===== src/rtl/nsg_pkg.sv =====
package nsg_pkg;
  typedef enum logic [1:0] {
    K_CMD   = 2'd0,
    K_ADDR  = 2'd1,
    K_WDATA = 2'd2,
    K_RDATA = 2'd3
  } nsg_kind_e;

  typedef enum logic [2:0] {
    P_IDLE, P_SETUP, P_TURN, P_LOW, P_HIGH, P_BUSY, P_WAIT
  } nsg_phase_e;

  // field indices inside the packed timing word
  localparam int NFLD  = 7;
  localparam int F_WL  = 0;
  localparam int F_WH  = 1;
  localparam int F_RL  = 2;
  localparam int F_RH  = 3;
  localparam int F_TA  = 4;
  localparam int F_BSY = 5;
  localparam int F_CEA = 6;
  localparam int FLD_LSB [NFLD] = '{0, 4, 8, 12, 16, 19, 24};
  localparam int FLD_W   [NFLD] = '{4, 4, 4, 4, 3, 5, 2};
  localparam int TW_W  = 26;
  localparam int CNT_W = 5;
endpackage


===== src/rtl/nsg_timing_decode.sv =====
module nsg_timing_decode
  import nsg_pkg::*;
(
  input  logic [TW_W-1:0]            word,
  output logic [NFLD-1:0][CNT_W-1:0] len
);
  for (genvar g = 0; g < NFLD; g++) begin : g_fld
    localparam int LSB = FLD_LSB[g];
    localparam int W   = FLD_W[g];
    logic [W-1:0] raw;
    assign raw    = word[LSB +: W];
    // a zero field still lasts one clock
    assign len[g] = (raw == '0) ? CNT_W'(1) : CNT_W'(raw);
  end
endmodule


===== src/rtl/nsg_phase_timer.sv =====
module nsg_phase_timer #(
  parameter int W = 5
) (
  input  logic         clk,
  input  logic         rst_n,
  input  logic         load,
  input  logic [W-1:0] load_len,
  output logic         expire
);
  logic [W-1:0] cnt_q, cnt_d;

  always_comb begin
    cnt_d = cnt_q;
    if (load)               cnt_d = load_len - 1'b1;
    else if (cnt_q != '0)   cnt_d = cnt_q - 1'b1;
  end

  always_ff @(posedge clk or negedge rst_n) begin
    if (!rst_n) cnt_q <= '0;
    else        cnt_q <= cnt_d;
  end

  assign expire = (cnt_q == '0);
endmodule


===== src/rtl/nsg_seq_ctrl.sv =====
module nsg_seq_ctrl
  import nsg_pkg::*;
(
  input  logic                       clk,
  input  logic                       rst_n,
  input  logic                       start,
  input  logic                       is_rd,
  input  logic                       wr_last,
  input  logic                       need_turn,
  input  logic                       expire,
  input  logic                       rb,
  input  logic [NFLD-1:0][CNT_W-1:0] len,
  output nsg_phase_e                 phase_q,
  output logic                       load,
  output logic [CNT_W-1:0]           load_len,
  output logic                       fin
);
  nsg_phase_e phase_d;
  logic [CNT_W-1:0] lo_len, hi_len;

  assign lo_len = is_rd ? len[F_RL] : len[F_WL];
  assign hi_len = is_rd ? len[F_RH] : len[F_WH];

  always_comb begin
    phase_d  = phase_q;
    load     = 1'b0;
    load_len = len[F_CEA];
    fin      = 1'b0;
    unique case (phase_q)
      P_IDLE: if (start) begin
        phase_d = P_SETUP; load = 1'b1; load_len = len[F_CEA];
      end
      P_SETUP: if (expire) begin
        load = 1'b1;
        if (need_turn) begin phase_d = P_TURN; load_len = len[F_TA]; end
        else           begin phase_d = P_LOW;  load_len = lo_len;    end
      end
      P_TURN: if (expire) begin
        phase_d = P_LOW; load = 1'b1; load_len = lo_len;
      end
      P_LOW: if (expire) begin
        phase_d = P_HIGH; load = 1'b1; load_len = hi_len;
      end
      P_HIGH: if (expire) begin
        if (wr_last) begin phase_d = P_BUSY; load = 1'b1; load_len = len[F_BSY]; end
        else         begin phase_d = P_IDLE; fin = 1'b1; end
      end
      P_BUSY: if (expire) phase_d = P_WAIT;
      P_WAIT: if (rb) begin phase_d = P_IDLE; fin = 1'b1; end
      default: phase_d = P_IDLE;
    endcase
  end

  always_ff @(posedge clk or negedge rst_n) begin
    if (!rst_n) phase_q <= P_IDLE;
    else        phase_q <= phase_d;
  end
endmodule


===== src/rtl/nand_strobe_gen.sv =====
module nand_strobe_gen
  import nsg_pkg::*;
#(
  parameter int DATA_W = 8
) (
  input  logic              clk,
  input  logic              rst_n,
  input  logic              req_valid,
  input  logic [1:0]        req_kind,
  input  logic              req_last,
  input  logic [DATA_W-1:0] req_byte,
  input  logic [TW_W-1:0]   timing_word,
  output logic              nand_ce_n,
  output logic              nand_we_n,
  output logic              nand_re_n,
  output logic              nand_cmd_lat,
  output logic              nand_addr_lat,
  output logic              nand_dq_oe,
  output logic [DATA_W-1:0] nand_dq_out,
  input  logic [DATA_W-1:0] nand_dq_in,
  input  logic              nand_rb,
  output logic [DATA_W-1:0] rd_byte,
  output logic              done
);
  // reset: asserted asynchronously, released on the clock
  logic [1:0] rst_sync_q;
  logic       rst_i_n;
  always_ff @(posedge clk or negedge rst_n) begin
    if (!rst_n) rst_sync_q <= 2'b00;
    else        rst_sync_q <= {rst_sync_q[0], 1'b1};
  end
  assign rst_i_n = rst_sync_q[1];

  nsg_phase_e                 phase_q;
  nsg_kind_e                  kind_q;
  logic [DATA_W-1:0]          byte_q, rd_q;
  logic [TW_W-1:0]            tw_q, tw_sel;
  logic                       last_q, prev_rd_q, done_q;
  logic                       start, is_rd, load, expire, fin, cap, in_acc;
  logic [CNT_W-1:0]           load_len;
  logic [NFLD-1:0][CNT_W-1:0] len;

  assign start  = req_valid && (phase_q == P_IDLE);
  assign is_rd  = (kind_q == K_RDATA);
  assign tw_sel = (phase_q == P_IDLE) ? timing_word : tw_q;
  assign cap    = (phase_q == P_LOW) && expire && is_rd;

  nsg_timing_decode u_dec (.word(tw_sel), .len(len));

  nsg_phase_timer #(.W(CNT_W)) u_tmr (
    .clk(clk), .rst_n(rst_i_n), .load(load), .load_len(load_len), .expire(expire)
  );

  nsg_seq_ctrl u_seq (
    .clk(clk), .rst_n(rst_i_n), .start(start), .is_rd(is_rd),
    .wr_last(last_q && !is_rd), .need_turn(prev_rd_q && !is_rd),
    .expire(expire), .rb(nand_rb), .len(len), .phase_q(phase_q),
    .load(load), .load_len(load_len), .fin(fin)
  );

  // request holding registers, clock-enabled on acceptance
  always_ff @(posedge clk or negedge rst_i_n) begin
    if (!rst_i_n) begin
      kind_q <= K_CMD;
      byte_q <= '0;
      last_q <= 1'b0;
      tw_q   <= '0;
    end else if (start) begin
      kind_q <= nsg_kind_e'(req_kind);
      byte_q <= req_byte;
      last_q <= req_last;
      tw_q   <= timing_word;
    end
  end

  always_ff @(posedge clk or negedge rst_i_n) begin
    if (!rst_i_n)  prev_rd_q <= 1'b0;
    else if (fin)  prev_rd_q <= is_rd;
  end

  always_ff @(posedge clk or negedge rst_i_n) begin
    if (!rst_i_n)  rd_q <= '0;
    else if (cap)  rd_q <= nand_dq_in;
  end

  always_ff @(posedge clk or negedge rst_i_n) begin
    if (!rst_i_n) done_q <= 1'b0;
    else          done_q <= fin;
  end

  // pin decode from the phase register
  assign in_acc        = (phase_q == P_SETUP) || (phase_q == P_TURN) ||
                         (phase_q == P_LOW)   || (phase_q == P_HIGH);
  assign nand_ce_n     = (phase_q == P_IDLE);
  assign nand_we_n     = !((phase_q == P_LOW) && !is_rd);
  assign nand_re_n     = !((phase_q == P_LOW) && is_rd);
  assign nand_cmd_lat  = in_acc && (kind_q == K_CMD);
  assign nand_addr_lat = in_acc && (kind_q == K_ADDR);
  assign nand_dq_oe    = !is_rd && ((phase_q == P_LOW) || (phase_q == P_HIGH));
  assign nand_dq_out   = byte_q;
  assign rd_byte       = rd_q;
  assign done          = done_q;
endmodule


===== config.mk =====
export PLATFORM = sky130hd
export DESIGN_NAME = nand_strobe_gen
export DESIGN_NICKNAME = d
export VERILOG_FILES = /design/src/rtl/nsg_pkg.sv /design/src/rtl/nsg_timing_decode.sv /design/src/rtl/nsg_phase_timer.sv /design/src/rtl/nsg_seq_ctrl.sv /design/src/rtl/nand_strobe_gen.sv
export SDC_FILE = /design/constraint.sdc
export NUM_CORES = 1
export LEC_CHECK = 0
export ABC_AREA = 1
export ABC_CLOCK_PERIOD_IN_PS = 2500
export BUFFER_PORTS_ARGS = -buffer_cell sky130_fd_sc_hd__clkbuf_2
export CORE_AREA = 2 2 80 82
export CTS_BUF_LIST = sky130_fd_sc_hd__clkbuf_16
export CTS_CLUSTER_DIAMETER = 120
export DETAILED_ROUTE_END_ITERATION = 10
export DIE_AREA = 0 0 82 84
export HOLD_SLACK_MARGIN = 0.12
export PLACE_DENSITY_LB_ADDON = 0.05
export RECOVER_POWER = 25
export SKIP_CTS_REPAIR_TIMING = 1
export SLEW_MARGIN = 20
export SYNTH_ARGS = -nofsm -noshare
export SYNTH_HDL_FRONTEND = slang
export SYNTH_SLANG_ARGS = --single-unit

===== constraint.sdc =====
create_clock -name clk -period 2.5 [get_ports clk]
set_clock_uncertainty 0.15 [all_clocks]
set_input_delay 0.5 -clock clk [delete_from_list [all_inputs] [get_ports clk]]
set_output_delay 0.5 -clock clk [all_outputs]
set_load 0.02 [all_outputs]

==> impl_results.md <==
* Run status: finished with violations
* Violations in the final reports: capacitance limit, slew limit
* Antenna cell count at 0
* Wire length of the first global-routing pass at 13.3 mm
* Residual overflow from global routing at 0
* End of the worst register-to-register path: u_tmr.cnt_q[2]
* Routability-driven placement congestion ratio at slightly below 1
* CP Capture Type: register
* Max Root-Sink Buffers at 2
* Post-layout minimum cycle time at around 2.5 ns
* Initial DRT Pass Iterations at 5
* Number of global-route vias before repair at between 2k and 3k
* CTS root buf: clkbuf_16
* Final count of pins violating max slew at 45
* I/O pin count at 72
* Iteration-0 DRC Markers at 211
* Maximum number of pins on one net before global-route repair at 45
* Critical path fanouts, max at 7
* Crit path cell chain: nor2_4, buf_6, nand2_4, o21ai_2, nand3_1, a21oi_1, nor2_1, nand2_1, nand2_1, nand2_2, inv_1, ha_2, or2_2, a21oi_2
* Internal power at roughly 3.2 mW
* Leakage power figure at ~2.2 nW
* Layout net count at 581
* Slew margin rel. at -15.9%
* GR Util All Layers at about a quarter
* Number of cells produced by synthesis at 433
* CP max stage cell: dfrtp_1
* Transition time at the pin with the least slew margin at around 1.7 ns
* Sequential-to-total area share from yosys stat at between 40 and 50%
* Count of cells along the worst hold path at 0
* Final Hold Fails at 0
* Clock buffer count from CTS at 9
* Via density per instance at around 5
* Max Cap Violations at 1
* CP Launch Type: register
* Post-synth EDFFs at 0
* # setup viols final at 0
* Primary flip-flop cell chosen by synthesis mapping: dfrtp_1
* Number of antenna violations at the first check in global routing at 0
* Min-delay worst type: reg2reg
* Setup TNS at 0 ns
* TritonCTS clock tree: done
* Cell type with the highest occurrence count on the critical path: nand2_1
* Post-synthesis to final-layout area growth at 28.7%
* Htree depth at 3
* Source of the worst register-to-register timing path: u_seq.phase_q[1]
* Top cells by area in the synthesized netlist: dfrtp_1 (45%), nand2_1 (18%), inv_1 (5.9%)
* Fraction of final layout cells sized beyond drive strength 1 at between 20% and 30%
* Detailed Route WL at ~8.1 mm
* Total vias in the final route at about 3.1k
* Post-route fraction of the period consumed by the critical path at a little over nine tenths
* Ys Warns at 0
* Netlist Area Pre-Place at roughly 0.0032 mm2
* Die Wd at approximately 82 um
* End point of the critical path: u_tmr.cnt_q[2]
* Cell area after layout at 0.00410 mm2
* Delay of the slowest cell on the worst path at approximately 0.4 ns
* Starting density of the core at 52.2%
* HPWL after DPL at about 5.8 mm
* Core Footprint at 0.00610 mm2
* Depth of the worst register-to-register path at 14
* Worst-case vdd ir drop at between 0.7 and 0.8 mV
* Proportion of power drawn by the clock network at about a fifth
* Antenna viol nets, final at 0
* Area share of the leading cell type in the synthesized netlist at around 45%
* Flops & latches, synth at 57
* Net switching share of the total power at 44.0%
* Worst path required time at between 2 and 3 ns
* Height of the chip at approximately 84 um
* Detailed-route DRC error count at 0
* Data arrival time of the worst path at about 2.6 ns
* Number of rows created at floorplan at 29
* Utilization after layout at around two thirds
* Count of different cell masters after synthesis at 34
* Beginning of the critical path: u_seq.phase_q[1]
* Total Die Area at 0.00689 mm2
* Clk pin slew, worst setup/hold paths at ~0.050 ns
* Net Sw Power at ~2.5 mW
* Tightest hold margin at about 0.19 ns
* Pwr/cell area at between 1000 and 1500 mW/mm2
* Post-Syn Nets at 483
* IO buf count at 71
* F_max at just over 400 MHz
* RSZ-0062 raised after global routing: true
* Insertion delay of the later-clocked pin in the worst-skew pair at ~0.32 ns
* Critical path class: reg2reg
* Placed standard-cell area at between 0.003 and 0.004 mm2
* Fraction of synthesis flops using an asynchronous set or reset pin at 100%
* Area leader, netlist: dfrtp_1
* Worst reg-to-reg setup slack at just over 0.04 ns
* Total power at between 5 and 6 mW
* Number of sinks handled by clock tree synthesis at 57
* Wire per inst at ~13 um
* Sequential share of power at between 20% and 30%
* Average cell area after synthesis at between 7 and 8 um2
* Share of total power in combinational logic at 53.6%
[state kept, by name, summed over array words and instances (netlist names)]
signal and flops:
done 1, rst_sync_q 2, u_tmr.cnt_q 5, kind_q 2
u_seq.phase_q 3, prev_rd_q 1, nand_dq_out 8, rd_byte 8
tw_q 26, last_q 1
[worst min-delay path by stage]
stage / from / to / slack [ns]
2_1_floorplan: rst_n / rst_sync_q[0] / 0.05
3_3_place_gp: rst_n / rst_sync_q[0] / 0.14
3_5_place_dp: rst_n / rst_sync_q[0] / 0.14
4_1_cts: rst_n / rst_sync_q[1] / -0.21
5_1_grt: rst_sync_q[0] / rst_sync_q[1] / 0.20
6_report: rst_sync_q[0] / rst_sync_q[1] / 0.19
[kinds of logic after synthesis]
group,count (synthesis),synth area share [%]
simple gates,238,32.0
buf+inv,67,9.24
compound gates,61,10.6
flops,57,44.8
mux,8,2.83
fa+ha+maj,1,0.393
other cells,1,0.118
[synth_stat cells (3+ instances only)]
cell	n
inv_1	50
mux2_2	8
a21oi_1	11
clkbuf_1	7
nor2_1	29
o21ai_1	11
nand2_2	5
o21ai_0	28
nand3_1	33
or2_2	3
nand2_1	155
dfrtp_1	57
nand3b_1	5
buf_6	5
[critical path: cells and delay by family (launching register included)]
| kind | cells | cell delay, ns |
|---|---|---|
| AND/OR/NAND/NOR | 8 | 1.03 |
| AO/OA/AOI/OAI | 3 | 0.44 |
| flip-flops | 1 | 0.41 |
| buffers and inverters | 2 | 0.20 |
| adder cells (fa/ha/maj) | 1 | 0.17 |
[cell usage in the layout (no fill, tap or decap), drive strengths merged]
master / synthesis / final
nand2: 161 / 163
dfrtp: 57 / 57
o31ai: 1 / 1
nor3b: 1 / 1
ha: 1 / 1
clkbuf: 7 / 78
a31oi: 2 / 2
buf: 7 / 29
and2: 2 / 2
dlygate4sd3: 0 / 1
clkinvlp: 0 / 2
o21ai: 41 / 41
nand3: 33 / 33
a21boi: 1 / 1
nor2: 32 / 32
or2: 3 / 3
clkinv: 0 / 5
o221ai: 1 / 1
o22ai: 1 / 1
conb: 1 / 1
o32ai: 1 / 1
a21oi: 12 / 12
nor3: 1 / 1
mux2: 8 / 8
nand3b: 5 / 5
a32o: 1 / 1
inv: 53 / 53
[power by group through the flow]
stage	Sequential (mW)	Combinational [mW]	Clock [mW]
finish	1.55	3.02	1.06
floorplan	1.66	1.87	0
global placement	1.55	2.62	0
detailed placement	1.56	2.67	0
global route	1.61	3.39	1.13
CTS	1.55	2.68	1.09
[stage by stage]
| stage | setup slack [ns] | instances |
|---|---|---|
| final | 0.0405 | 613 |
| after global routing | -0.104 | 613 |
| after CTS | -0.0268 | 599 |
| after detailed placement | -0.00431 | 583 |
| after global placement | 0.0380 | 583 |
| after floorplan | 0.204 | 433 |
[layout make-up]
cell class / count / area (um2)
Multi-Input combinational cell: 311 / 1520
Inverter: 53 / 206
Clock inverter: 7 / 37.5
Fill cell: 544 / 2000
Tap cell: 77 / 96.3
Timing Repair Buffer: 99 / 582
Sequential cell: 57 / 1430
Clock buffer: 9 / 225
[routing by layer]
layer	global-route usage, %	share of wire (%)	wire length (um)
met1	34.2	48	3870
met2	38.2	45	3670
met3	6.49	5.8	468
met4	8.48	1.2	97
met5	0	0	0
Power figures use the tool's default switching activity.
